**src/rtl/ocd_pkg.sv**
```systemverilog
package ocd_pkg;

  localparam int OCD_BEATS = 4;

  typedef enum logic [1:0] {
    OCD_IDLE   = 2'd0,
    OCD_DRV_HI = 2'd1,
    OCD_DRV_LO = 2'd2,
    OCD_ADJ    = 2'd3
  } ocd_mode_e;

  localparam logic [2:0] FLD_EXIT = 3'b000;
  localparam logic [2:0] FLD_DRV1 = 3'b001;
  localparam logic [2:0] FLD_DRV0 = 3'b010;
  localparam logic [2:0] FLD_ADJ  = 3'b100;
  localparam logic [2:0] FLD_DFLT = 3'b111;

  typedef struct packed {
    logic up_inc;
    logic up_dec;
    logic dn_inc;
    logic dn_dec;
  } step_cmd_t;

  // code bit 3 = DT0 ... bit 0 = DT3
  function automatic step_cmd_t decode_code(input logic [OCD_BEATS-1:0] c);
    step_cmd_t r;
    r = '0;
    unique case (c)
      4'b0001: r.up_inc = 1'b1;
      4'b0010: r.up_dec = 1'b1;
      4'b0100: r.dn_inc = 1'b1;
      4'b1000: r.dn_dec = 1'b1;
      4'b0101: begin r.up_inc = 1'b1; r.dn_inc = 1'b1; end
      4'b0110: begin r.up_dec = 1'b1; r.dn_inc = 1'b1; end
      4'b1001: begin r.up_inc = 1'b1; r.dn_dec = 1'b1; end
      4'b1010: begin r.up_dec = 1'b1; r.dn_dec = 1'b1; end
      default: r = '0;
    endcase
    return r;
  endfunction

endpackage

```
**src/rtl/ocd_mode_ctl.sv**
```systemverilog
module ocd_mode_ctl
  import ocd_pkg::*;
(
  input  logic            clk_i,
  input  logic            rst_ni,
  input  logic            we_i,
  input  logic [2:0]      fld_i,
  input  logic            half_i,
  output ocd_mode_e       mode_o,
  output logic            dflt_load_o,
  output logic            dflt_ok_o
);

  ocd_mode_e mode_q;
  logic      dflt_q;
  logic      half_q;

  always_ff @(posedge clk_i or negedge rst_ni) begin
    if (!rst_ni) begin
      mode_q <= OCD_IDLE;
      dflt_q <= 1'b1;
      half_q <= 1'b0;
    end else if (we_i) begin
      half_q <= half_i;
      case (fld_i)
        FLD_EXIT: mode_q <= OCD_IDLE;
        FLD_DRV1: mode_q <= OCD_DRV_HI;
        FLD_DRV0: mode_q <= OCD_DRV_LO;
        FLD_ADJ: begin
          mode_q <= OCD_ADJ;
          dflt_q <= 1'b0;
        end
        FLD_DFLT: begin
          mode_q <= OCD_IDLE;
          dflt_q <= 1'b1;
        end
        default: ; // reserved: hold
      endcase
    end
  end

  assign mode_o      = mode_q;
  assign dflt_load_o = we_i && (fld_i == FLD_DFLT);
  assign dflt_ok_o   = dflt_q && !half_q;

endmodule

```
**src/rtl/ocd_burst_cap.sv**
```systemverilog
module ocd_burst_cap #(
  parameter int BEATS = 4
) (
  input  logic             clk_i,
  input  logic             rst_ni,
  input  logic             en_i,
  input  logic             abort_i,
  input  logic             start_i,
  input  logic             beat_i,
  output logic [BEATS-1:0] code_o,
  output logic             done_o
);

  localparam int CNT_W = (BEATS > 2) ? $clog2(BEATS) : 1;
  localparam logic [CNT_W-1:0] LAST = CNT_W'(BEATS - 1);

  logic [BEATS-1:0] sh_q;
  logic [CNT_W-1:0] cnt_q;
  logic             busy_q;
  logic             done_q;

  always_ff @(posedge clk_i or negedge rst_ni) begin
    if (!rst_ni) begin
      sh_q   <= '0;
      cnt_q  <= '0;
      busy_q <= 1'b0;
      done_q <= 1'b0;
    end else begin
      done_q <= 1'b0;
      if (abort_i) begin
        busy_q <= 1'b0;
      end else if (busy_q) begin
        sh_q <= {sh_q[BEATS-2:0], beat_i};
        if (cnt_q == LAST) begin
          busy_q <= 1'b0;
          done_q <= 1'b1;
        end else begin
          cnt_q <= cnt_q + CNT_W'(1);
        end
      end else if (en_i && start_i) begin
        sh_q   <= {sh_q[BEATS-2:0], beat_i};
        cnt_q  <= CNT_W'(1);
        busy_q <= 1'b1;
      end
    end
  end

  assign code_o = sh_q;
  assign done_o = done_q;

endmodule

```
**src/rtl/ocd_step_ctr.sv**
```systemverilog
module ocd_step_ctr #(
  parameter int W   = 4,
  parameter int DEF = 8
) (
  input  logic         clk_i,
  input  logic         rst_ni,
  input  logic         load_i,
  input  logic         inc_i,
  input  logic         dec_i,
  output logic [W-1:0] step_o
);

  localparam logic [W-1:0] MAX_V = '1;
  localparam logic [W-1:0] DEF_V = W'(DEF);

  logic [W-1:0] step_q;

  always_ff @(posedge clk_i or negedge rst_ni) begin
    if (!rst_ni) begin
      step_q <= DEF_V;
    end else if (load_i) begin
      step_q <= DEF_V;
    end else if (inc_i && step_q != MAX_V) begin
      step_q <= step_q + W'(1);
    end else if (dec_i && step_q != '0) begin
      step_q <= step_q - W'(1);
    end
  end

  assign step_o = step_q;

endmodule

```
**src/rtl/ocd_adjuster.sv**
```systemverilog
module ocd_adjuster
  import ocd_pkg::*;
#(
  parameter int STEP_W   = 4,
  parameter int DEF_STEP = 8,
  parameter int DQ_W     = 4
) (
  input  logic              clk_i,
  input  logic              rst_ni,
  input  logic              emrs_we_i,
  input  logic [2:0]        emrs_ocd_i,
  input  logic              emrs_half_i,
  input  logic              cap_start_i,
  input  logic [DQ_W-1:0]   dq_i,
  output logic [STEP_W-1:0] pu_step_o,
  output logic [STEP_W-1:0] pd_step_o,
  output logic              drv_force_o,
  output logic              dq_lvl_o,
  output logic              dqs_lvl_o,
  output logic              dqs_n_lvl_o,
  output logic              dflt_ok_o
);

  localparam int N_CTR = 2; // 0: pull-up, 1: pull-down

  ocd_mode_e            mode;
  logic                 dflt_load;
  logic [OCD_BEATS-1:0] code;
  logic                 code_done;
  step_cmd_t            cmd;
  logic [N_CTR-1:0]     ctr_inc, ctr_dec;
  logic [STEP_W-1:0]    step [N_CTR];

  ocd_mode_ctl u_mode (
    .clk_i       (clk_i),
    .rst_ni      (rst_ni),
    .we_i        (emrs_we_i),
    .fld_i       (emrs_ocd_i),
    .half_i      (emrs_half_i),
    .mode_o      (mode),
    .dflt_load_o (dflt_load),
    .dflt_ok_o   (dflt_ok_o)
  );

  ocd_burst_cap #(.BEATS(OCD_BEATS)) u_cap (
    .clk_i   (clk_i),
    .rst_ni  (rst_ni),
    .en_i    (mode == OCD_ADJ),
    .abort_i (emrs_we_i),
    .start_i (cap_start_i),
    .beat_i  (|dq_i),
    .code_o  (code),
    .done_o  (code_done)
  );

  always_comb begin
    cmd        = code_done ? decode_code(code) : '0;
    ctr_inc[0] = cmd.up_inc;
    ctr_dec[0] = cmd.up_dec;
    ctr_inc[1] = cmd.dn_inc;
    ctr_dec[1] = cmd.dn_dec;
  end

  for (genvar g = 0; g < N_CTR; g++) begin : g_ctr
    ocd_step_ctr #(.W(STEP_W), .DEF(DEF_STEP)) u_ctr (
      .clk_i  (clk_i),
      .rst_ni (rst_ni),
      .load_i (dflt_load),
      .inc_i  (ctr_inc[g]),
      .dec_i  (ctr_dec[g]),
      .step_o (step[g])
    );
  end

  assign pu_step_o   = step[0];
  assign pd_step_o   = step[1];
  assign drv_force_o = (mode == OCD_DRV_HI) || (mode == OCD_DRV_LO);
  assign dq_lvl_o    = (mode == OCD_DRV_HI);
  assign dqs_lvl_o   = (mode == OCD_DRV_HI);
  assign dqs_n_lvl_o = (mode == OCD_DRV_LO);

endmodule

```
**config.mk**
```make
export PLATFORM = sky130hd
export DESIGN_NAME = ocd_adjuster
export DESIGN_NICKNAME = d
export VERILOG_FILES = /design/src/rtl/ocd_pkg.sv /design/src/rtl/ocd_mode_ctl.sv /design/src/rtl/ocd_burst_cap.sv /design/src/rtl/ocd_step_ctr.sv /design/src/rtl/ocd_adjuster.sv
export SDC_FILE = /design/constraint.sdc
export NUM_CORES = 1
export LEC_CHECK = 0
export ABC_AREA = 1
export BUFFER_PORTS_ARGS = -buffer_cell sky130_fd_sc_hd__buf_2
export CORE_MARGIN = 2
export CORE_UTILIZATION = 55
export CTS_CLUSTER_SIZE = 40
export DETAILED_ROUTE_END_ITERATION = 10
export GPL_TIMING_DRIVEN = 0
export PLACE_DENSITY = 0.86
export SLEW_MARGIN = 20
export SYNTH_ARGS = -nofsm -noshare
export SYNTH_HDL_FRONTEND = slang
export SYNTH_SLANG_ARGS = --single-unit
```
**constraint.sdc**
```tcl
create_clock -name clk_i -period 3.7 [get_ports clk_i]
set_clock_uncertainty 0.2 [all_clocks]
set_input_delay 0.74 -clock clk_i [delete_from_list [all_inputs] [get_ports clk_i]]
set_output_delay 0.74 -clock clk_i [all_outputs]
set_load 0.02 [all_outputs]
```
==> results of run 1 <==
==> sequential cells by signal, summed over array words and instances, names as in the netlist <==
name and flops:
u_mode.half_q 1, u_mode.mode_o 2, u_cap.busy_q 1, u_cap.code_o 4
u_mode.dflt_q 1, g_ctr.u_ctr.step_o 8, u_cap.cnt_q 2, u_cap.done_o 1
==> worst max path at each step <==
stage / startpoint / end / slack [ns]
2_1_floorplan: g_ctr[1].u_ctr.step_o[3] / g_ctr[1].u_ctr.step_o[2] / 1.81
3_3_place_gp: g_ctr[0].u_ctr.step_o[3] / g_ctr[0].u_ctr.step_o[2] / 1.80
3_5_place_dp: g_ctr[1].u_ctr.step_o[3] / g_ctr[1].u_ctr.step_o[3] / 1.72
4_1_cts: u_mode.mode_o[0] / drv_force_o / 1.48
5_1_grt: u_mode.mode_o[0] / drv_force_o / 1.42
6_report: u_mode.mode_o[0] / drv_force_o / 1.49
==> area by class of cell <==
| class | instances | area [um^2] | share of cell area |
|---|---|---|---|
| multi-input cells | 110 | 649.4 | 0.4455 |
| flip-flops and latches | 20 | 504.2 | 0.3459 |
| repair buffers | 24 | 120.1 | 0.08240 |
| inverters | 28 | 105.1 | 0.07210 |
| clock buffers | 4 | 36.28 | 0.02489 |
| well taps | 28 | 35.03 | 0.02403 |
| plain buffers | 1 | 7.507 | 0.005150 |
==> Yosys cell counts <==
master / count / area (um^2)
nand2_1: 33 / 123.9
inv_1: 27 / 101.4
dfrtp_1: 17 / 425.4
nand3_1: 16 / 80.08
nor2_1: 15 / 56.30
o21ai_0: 10 / 50.05
ha_1: 8 / 100.1
a21oi_1: 4 / 20.02
nand4_1: 4 / 25.02
dfstp_2: 3 / 78.83
fa_1: 2 / 40.04
nand2_2: 2 / 12.51
nand3_2: 2 / 20.02
nand3b_1: 2 / 15.01
a21boi_1: 1 / 7.510
a21oi_2: 1 / 8.760
and2_1: 1 / 6.260
buf_4: 1 / 7.510
inv_2: 1 / 3.750
nand2_4: 1 / 11.26
nand4_4: 1 / 21.27
nor3_1: 1 / 5.000
nor4_1: 1 / 6.260
o21a_1: 1 / 7.510
o21ai_2: 1 / 8.760
o22ai_1: 1 / 6.260
xnor2_1: 1 / 8.760
xor2_1: 1 / 8.760
==> per-layer routing <==
metal,global-route usage,part of all wire
met5,0,0
met4,0.08333,0.014
met3,0.02874,0.032
met2,0.4072,0.53
met1,0.2743,0.42
==> kinds of logic (layout without fill, tap and decap cells) <==
group | Yosys count | after routing | synth area share
compound gates | 19 | 19 | 0.08598
buf+inv | 29 | 57 | 0.08893
fa+ha+maj | 10 | 10 | 0.1107
xor+xnor | 2 | 2 | 0.01384
simple gates | 79 | 79 | 0.3024
flops | 20 | 20 | 0.3982
==> worst register-to-register path: stages, from the launching register on <==
cell     delay [ns]
dfstp_2        0.61
nand4_1        0.13
nand2_2        0.16
inv_1          0.09
fa_1           0.39
xor2_1         0.17
o21ai_0        0.19
==> report_power, final <==
part           switching (mW)  internal, mW  total (mW)
combinational           0.192         0.119       0.311
sequential             0.0641         0.278       0.342
clock                  0.0659        0.0600       0.126
==> qor.csv, run 1 <==
metric,value,unit
finalWorstSetupSlack,1.492,ns
fin_crit_sh,0.5969,
path_max_fanout,3,
drv_cap,0,
final_cell_mix,"33 x nand2_1, 27 x inv_1, 24 x buf_2",
grt_setup_unrepaired,false,
stdcell_area,1458,um^2
whs,0.1679,ns
clockBufferDepth,2,
diodes,0,
num_rows,17,
via_per_inst,5.316,
path_buf_inv,3,
slowest_stage,dfrtp_1,
synth_area,1266,um^2
required,2.76,ns
max_slew_margin,0.7002,
cts-root-buf,clkbuf_4,
path_clk_slew,0.12,ns
syn_to_final_growth,15.12,%
hold_buffers,0,
powerDensity,534.5,nW/um^2
yosysWarnings,0,
fmax,452.8,MHz
die_h,51.98,um
final_cells,215,
grt_first_pass_wirelength,4554,um
tightest_slew,0.4497,ns
syn_inst,159,
port-buffer-count,24,
cp-end-kind,primary output,
period_minus_slack,2.208,ns
post-place-cells,211,
final.setup.tns,0,ns
crit_top_cell,inv_1,
nets,210,
critical_path_class,reg -> out,
r2r_setup_slack,1.69,ns
antenna_found_initial,0,
ant_nets,0,
first_iter_violations,32,
p_leak,0.8008,nW
dp_hpwl,2050,um
initial_utilization,0.5780,
rr_startpoint,g_ctr[0].u_ctr.step_o[3],
status,"finished, final reports clean",
wirelength,2576,um
maxSlewViolCount,0,
avgRoutedWirePerCell,11.98,um
drt_pre_antenna_iters,4,
utilization,0.6653,
hp-class,in -> async,
dpl_cell_area,1421,um^2
dp_slack,1.722,ns
reg2reg_depth,6,
crit_cells,4,
cts-htree-levels,1,
routed-via-count,1143,
synth_nets,181,
first_global_vias,1098,
io_pins,25,
synth_seq_cells,20,
cts_setup_buffers,0,
avgSynthCellArea,7.964,um^2
path_cells,inv_1 -> ha_1 -> inv_1 -> buf_2,
start_kind,flop,
layout_commonest_cell,nand2_1,
final_layout_size_suffix_gt1_frac,0.2193,
gp_congestion,0.7919,
ir_drop,398.9,uV
hold_viol,0,
drcViolationCount,0,
cts_resized,0,
synth_cell_types,28,
max_stage_delay,0.41,ns
coreArea,2191,um^2
grt_usage,0.2267,
arrival,1.27,ns
cp_top_family,flip-flops,
grt_overflow,0,
timing.rr.end,g_ctr[0].u_ctr.step_o[2],
grt_max_degree,21,
die_w,51.98,um
seq_area_frac_synth,0.3982,
total_power,0.7790,mW
numCtsBuffers,3,
cts_tree,yes,
setup_violations,0,
cts_sinks,20,
clock_latency,0.30,ns
dieArea,2702,um^2
fill_cells,190,
Note: power is estimated with default switching activity, not from simulation.
==> inputs of run 2 (changes only) <==
Settings changed: CORE_UTILIZATION 55 to 49, PLACE_DENSITY 0.86 to 0.81.
Clock period 3.7 ns to 2 ns, I/O delays scaled along.
==> qor.csv, run 2 (synthesis results as in run 1) <==
metric,value,unit,change
status,"finished, final reports clean",,
ant_nets,0,,unchanged
syn_to_final_growth,19.66,%,
post-place-cells,213,,+0.95%
port-buffer-count,24,,unchanged
numCtsBuffers,3,,unchanged
path_max_fanout,5,,+2
clock_latency,0.30,ns,about the same
fmax,509.9,MHz,
rr_startpoint,g_ctr[1].u_ctr.step_o[3],,
cp-end-kind,flop,,
clockBufferDepth,2,,unchanged
whs,0.1109,ns,-0.05694 ns
dieArea,3007,um^2,+11%
initial_utilization,0.5158,,-0.06216
final_cell_mix,"33 x nand2_1, 27 x inv_1, 24 x buf_2",,
total_power,1.440,mW,+85%
tightest_slew,0.4431,ns,-0.006561 ns
p_leak,0.8172,nW,+2.0%
final_cells,222,,+3.3%
avgRoutedWirePerCell,12.21,um,+1.9%
dp_hpwl,2075,um,+1.2%
cts-htree-levels,1,,unchanged
grt_setup_unrepaired,true,,
wirelength,2711,um,+5.2%
die_w,54.84,um,+5.5%
min-delay-start,emrs_half_i,,
critical_path_class,reg -> reg,,
cp-startpoint,g_ctr[1].u_ctr.step_o[3],,
powerDensity,950.3,nW/um^2,+78%
required,1.99,ns,-0.77 ns
period_minus_slack,1.961,ns,
hp-class,in -> reg,,
setup_violations,0,,unchanged
largest_register_ff_count,8,,unchanged
dp_slack,0.009740,ns,-1.712 ns
gp_congestion,0.8417,,+6.3%
cp-endpoint,g_ctr[1].u_ctr.step_o[1],,
path_clk_slew,0.10,ns,-0.02 ns
routed-via-count,1165,,+1.9%
finalWorstSetupSlack,0.03878,ns,-1.453 ns
arrival,1.95,ns,+0.68 ns
nets,215,,+2.4%
cts-root-buf,clkbuf_4,,
antenna_found_initial,0,,unchanged
coreArea,2455,um^2,+12%
grt_max_degree,21,,unchanged
max_slew_margin,0.7046,,+0.004374
cts_sinks,20,,unchanged
grt_overflow,0,,unchanged
io_pins,25,,unchanged
cts_tree,yes,,
die_h,54.84,um,+5.5%
drcViolationCount,0,,unchanged
fin_crit_sh,0.9806,,
first_global_vias,1107,,+0.82%
grt_usage,0.2089,,-0.01777
hold_viol,0,,unchanged
ir_drop,657.3,uV,+65%
diodes,0,,unchanged
start_kind,flop,,
drt_pre_antenna_iters,4,,unchanged
final_layout_size_suffix_gt1_frac,0.2552,,+0.03596
utilization,0.6172,,-0.04811
drv_cap,0,,unchanged
reg2reg_depth,9,,+3
layout_commonest_cell,nand2_1,,
timing.rr.end,g_ctr[1].u_ctr.step_o[1],,
num_rows,18,,+1
grt_first_pass_wirelength,4416,um,-3.0%
first_iter_violations,17,,-47%
maxSlewViolCount,0,,unchanged
r2r_setup_slack,0.04,ns,-1.65 ns
via_per_inst,5.248,,-1.3%
-- run 2: metrics by stage --
step / cell area, um^2 / setup TNS (ns)
after floorplan: 1266 / 0
after global placement: 1424 / 0
after detailed placement: 1424 / 0
after CTS: 1468 / 0
after global routing: 1515 / -0.1457
final: 1515 / 0
-- run 2: area by class of cell --
| cell class | instances | area (um^2) |
|---|---|---|
| Inverter | 28 | 105.1 |
| Clock buffer | 4 | 26.28 |
| Sequential cell | 20 | 504.2 |
| Fill cell | 211 | 939.7 |
| Tap cell | 30 | 37.54 |
| Buffer | 1 | 7.507 |
| Timing Repair Buffer | 29 | 160.2 |
| Multi-Input combinational cell | 110 | 674.4 |
-- run 2: how the worst min path moves through the flow --
stage                          endpoint  slack (ns)  depth (start not counted)
4_1_cts                   u_mode.half_q        0.11                          3
3_3_place_gp   g_ctr[1].u_ctr.step_o[2]        0.16                          1
6_report                  u_mode.half_q        0.11                          3
2_1_floorplan  g_ctr[0].u_ctr.step_o[0]        -0.1                          0
5_1_grt                   u_mode.half_q        0.11                          3
3_5_place_dp   g_ctr[1].u_ctr.step_o[2]        0.17                          1
-- run 2: layer usage --
layer / vias to the layer above / global-route usage / part of all wire / wire [um]
li1: 579 / - / - / -
met4: 0 / 0.09583 / 0.016 / 44
met5: - / 0 / 0 / 0
met3: 6 / 0.03825 / 0.054 / 147
met1: 536 / 0.2365 / 0.41 / 1110
met2: 44 / 0.3750 / 0.52 / 1409
-- run 2: report_power, final --
part	total [mW]	leakage (nW)	internal [mW]	switching (mW)
clock	0.200	0.0150	0.0777	0.122
sequential	0.624	0.243	0.514	0.111
combinational	0.616	0.559	0.244	0.372
total	1.44	0.817	0.835	0.605
-- run 2: critical path, cell delays in order, from the launching register on --
cell and delay [ns]:
dfstp_2 0.56, nand2_1 0.06, inv_1 0.06, nand2_1 0.06, nand3_2 0.12, inv_1 0.09, fa_2 0.53, inv_1 0.04
nand3_1 0.06, o21ai_0 0.08
-- run 2: timing repair --
item | 4_1_cts | 5_1_grt
hold buffers | 1 | 0
pin swaps | 0 | 2
gates cloned | 0 | 0
resized for setup | 0 | 7
endpoints found under the hold margin | 17 | 0
buffers inserted | 1 | 3
endpoints found under the setup margin | 1 | 5
==> inputs of run 3 (changes only) <==
Settings changed: CORE_UTILIZATION 49 to 54, PLACE_DENSITY 0.81 to 0.84.
Clock period 2 ns to 1.9 ns, I/O delays scaled along.
==> qor.csv, run 3 (synthesis results as in run 1) <==
metric,value,unit,change
routed-via-count,1186,,+1.8%
via_per_inst,5.248,,about the same
grt_first_pass_wirelength,4436,um,+0.45%
grt_usage,0.2151,,+0.006181
cts-root-buf,clkbuf_4,,
multi_input_comb_area,710.7,um^2,+5.4%
period_minus_slack,1.921,ns,-0.04019 ns
status,finished with violations,,
path_clk_slew,0.11,ns,about the same
maxSlewViolCount,0,,unchanged
powerDensity,1047,nW/um^2,+10%
path_max_fanout,4,,-1
comb_power_share,0.458,,+0.030
cp-end-kind,flop,,
antenna_found_initial,0,,unchanged
p_leak,0.8523,nW,+4.3%
first_iter_violations,22,,+5
start_kind,flop,,
cts_sinks,20,,unchanged
num_rows,17,,-1
internal_power,0.9916,mW,+19%
drt_pre_antenna_iters,4,,unchanged
first_global_vias,1081,,-2.3%
grt_max_degree,21,,unchanged
nets,221,,+2.8%
critical_path_class,reg -> reg,,
numCtsBuffers,3,,unchanged
die_h,52.43,um,-4.4%
dp_hpwl,1967,um,-5.2%
ir_drop,640.7,uV,-2.5%
final_layout_size_suffix_gt1_frac,0.3232,,+0.06802
violations,setup timing,,
largest_register_ff_count,8,,unchanged
fill_cells,170,,-19%
hold_viol,0,,unchanged
initial_utilization,0.5724,,+0.05660
fmax,520.6,MHz,+2.1%
stdcell_area,1607,um^2,+6.0%
gp_congestion,0.7728,,-8.2%
post-place-cells,211,,-0.94%
setup_violations,1,,+1
finalWorstSetupSlack,-0.02103,ns,-0.05981 ns
avgRoutedWirePerCell,12.33,um,+0.95%
clockBufferDepth,2,,unchanged
final_cell_mix,"30 x nand2_1, 25 x inv_1, 23 x buf_2",,
dieArea,2748,um^2,-8.6%
dp_slack,-0.07110,ns,-0.08084 ns
whs,0.08048,ns,-0.03046 ns
drv_cap,0,,unchanged
syn_to_final_growth,26.88,%,
p_seq_frac,0.396,,-0.038
layout_commonest_cell,nand2_1,,
max_slew_margin,0.6884,,-0.01623
pwr-share-clk,0.146,,+0.007
grt_setup_unrepaired,true,,
required,1.93,ns,-0.06 ns
seqCellArea,504.2,um^2,unchanged
fin_crit_sh,1.011,,+0.03046
io_pins,25,,unchanged
dpl_cell_area,1421,um^2,-0.18%
die_w,52.43,um,-4.4%
utilization,0.7262,,+0.1090
wirelength,2786,um,+2.8%
tightest_slew,0.4674,ns,+0.02434 ns
port-buffer-count,24,,unchanged
coreArea,2212,um^2,-9.9%
ant_nets,0,,unchanged
diodes,0,,unchanged
hp-class,in -> reg,,
p_switching,0.6910,mW,+14%
drcViolationCount,0,,unchanged
arrival,1.95,ns,about the same
cts_tree,yes,,
sw_frac_of_total,0.4107,,-0.009274
clock_latency,0.29,ns,about the same
final_cells,226,,+1.8%
cts-htree-levels,1,,unchanged
grt_overflow,0,,unchanged
-- run 3: cell types whose count changed in the layout (fill, tap and decap cells not counted), sizes merged --
| cell | before | now |
|---|---|---|
| buf | 29 | 35 |
-- run 3: metrics by stage --
| stage | setup TNS [ns] | total power [mW] |
|---|---|---|
| after floorplan | 0 | 1.083 |
| after global placement | 0 | 1.216 |
| after detailed placement | -0.2367 | 1.272 |
| after CTS | -0.004859 | 1.586 |
| after global routing | -0.3370 | 1.796 |
| final | -0.02103 | 1.683 |
-- run 3: power groups by stage --
stage / combinational, mW / sequential, mW / clock, mW
2_1_floorplan: 0.391 / 0.692 / 0
3_3_place_gp: 0.562 / 0.655 / 0
3_5_place_dp: 0.603 / 0.669 / 0
6_report: 0.770 / 0.667 / 0.246
5_1_grt: 0.853 / 0.679 / 0.265
4_1_cts: 0.677 / 0.659 / 0.250
-- run 3: cell type report --
type | count | area share
Multi-Input combinational cell | 110 | 0.4424
Clock buffer | 4 | 0.02259
Inverter | 28 | 0.06542
Tap cell | 28 | 0.02181
Timing Repair Buffer | 35 | 0.1293
Buffer | 1 | 0.004673
Sequential cell | 20 | 0.3139
-- run 3: routing by layer --
| layer | up-vias | track usage | wire length, um |
|---|---|---|---|
| li1 | 592 | - | - |
| met3 | 2 | 0.02000 | 102 |
| met5 | - | 0 | 0 |
| met4 | 0 | 0.06410 | 16 |
| met2 | 32 | 0.4146 | 1530 |
| met1 | 560 | 0.2463 | 1136 |
-- run 3: worst paths after layout --
path / slack (ns) / cells after the start / endpoint / startpoint
worst max register to register: -0.02 / 12 / g_ctr[0].u_ctr.step_o[3] / u_cap.code_o[2]
worst max-delay path: -0.02 / 12 / g_ctr[0].u_ctr.step_o[3] / u_cap.code_o[2]
worst min register to register: 0.28 / 2 / u_mode.half_q / u_mode.half_q
worst min-delay path: 0.08 / 3 / u_mode.half_q / emrs_half_i
max in group asynchronous: 0.79 / 2 / u_mode.dflt_q / rst_ni
min in group asynchronous: 0.36 / 2 / g_ctr[1].u_ctr.step_o[1] / rst_ni
-- run 3: timing repair --
item / CTS / global route
endpoints found under the hold margin: 17 / 0
endpoints found under the setup margin: 5 / 6
setup buffers: 5 / 5
pin swaps: 2 / 4
gates resized for setup: 6 / 10
hold buffers: 1 / 0
gates cloned: 0 / 0
-- run 3: worst max-delay path: stages (launching register included) --
cell and delay [ns]:
dfrtp_1 0.44, nand2_2 0.10, inv_1 0.05, nor2_2 0.11, nand2_2 0.10, ha_1 0.31
nand3_2 0.09, nand3_1 0.08, nand2_1 0.10, nand2_1 0.06, nand2_1 0.07, nand2_1 0.05
a21oi_1 0.12
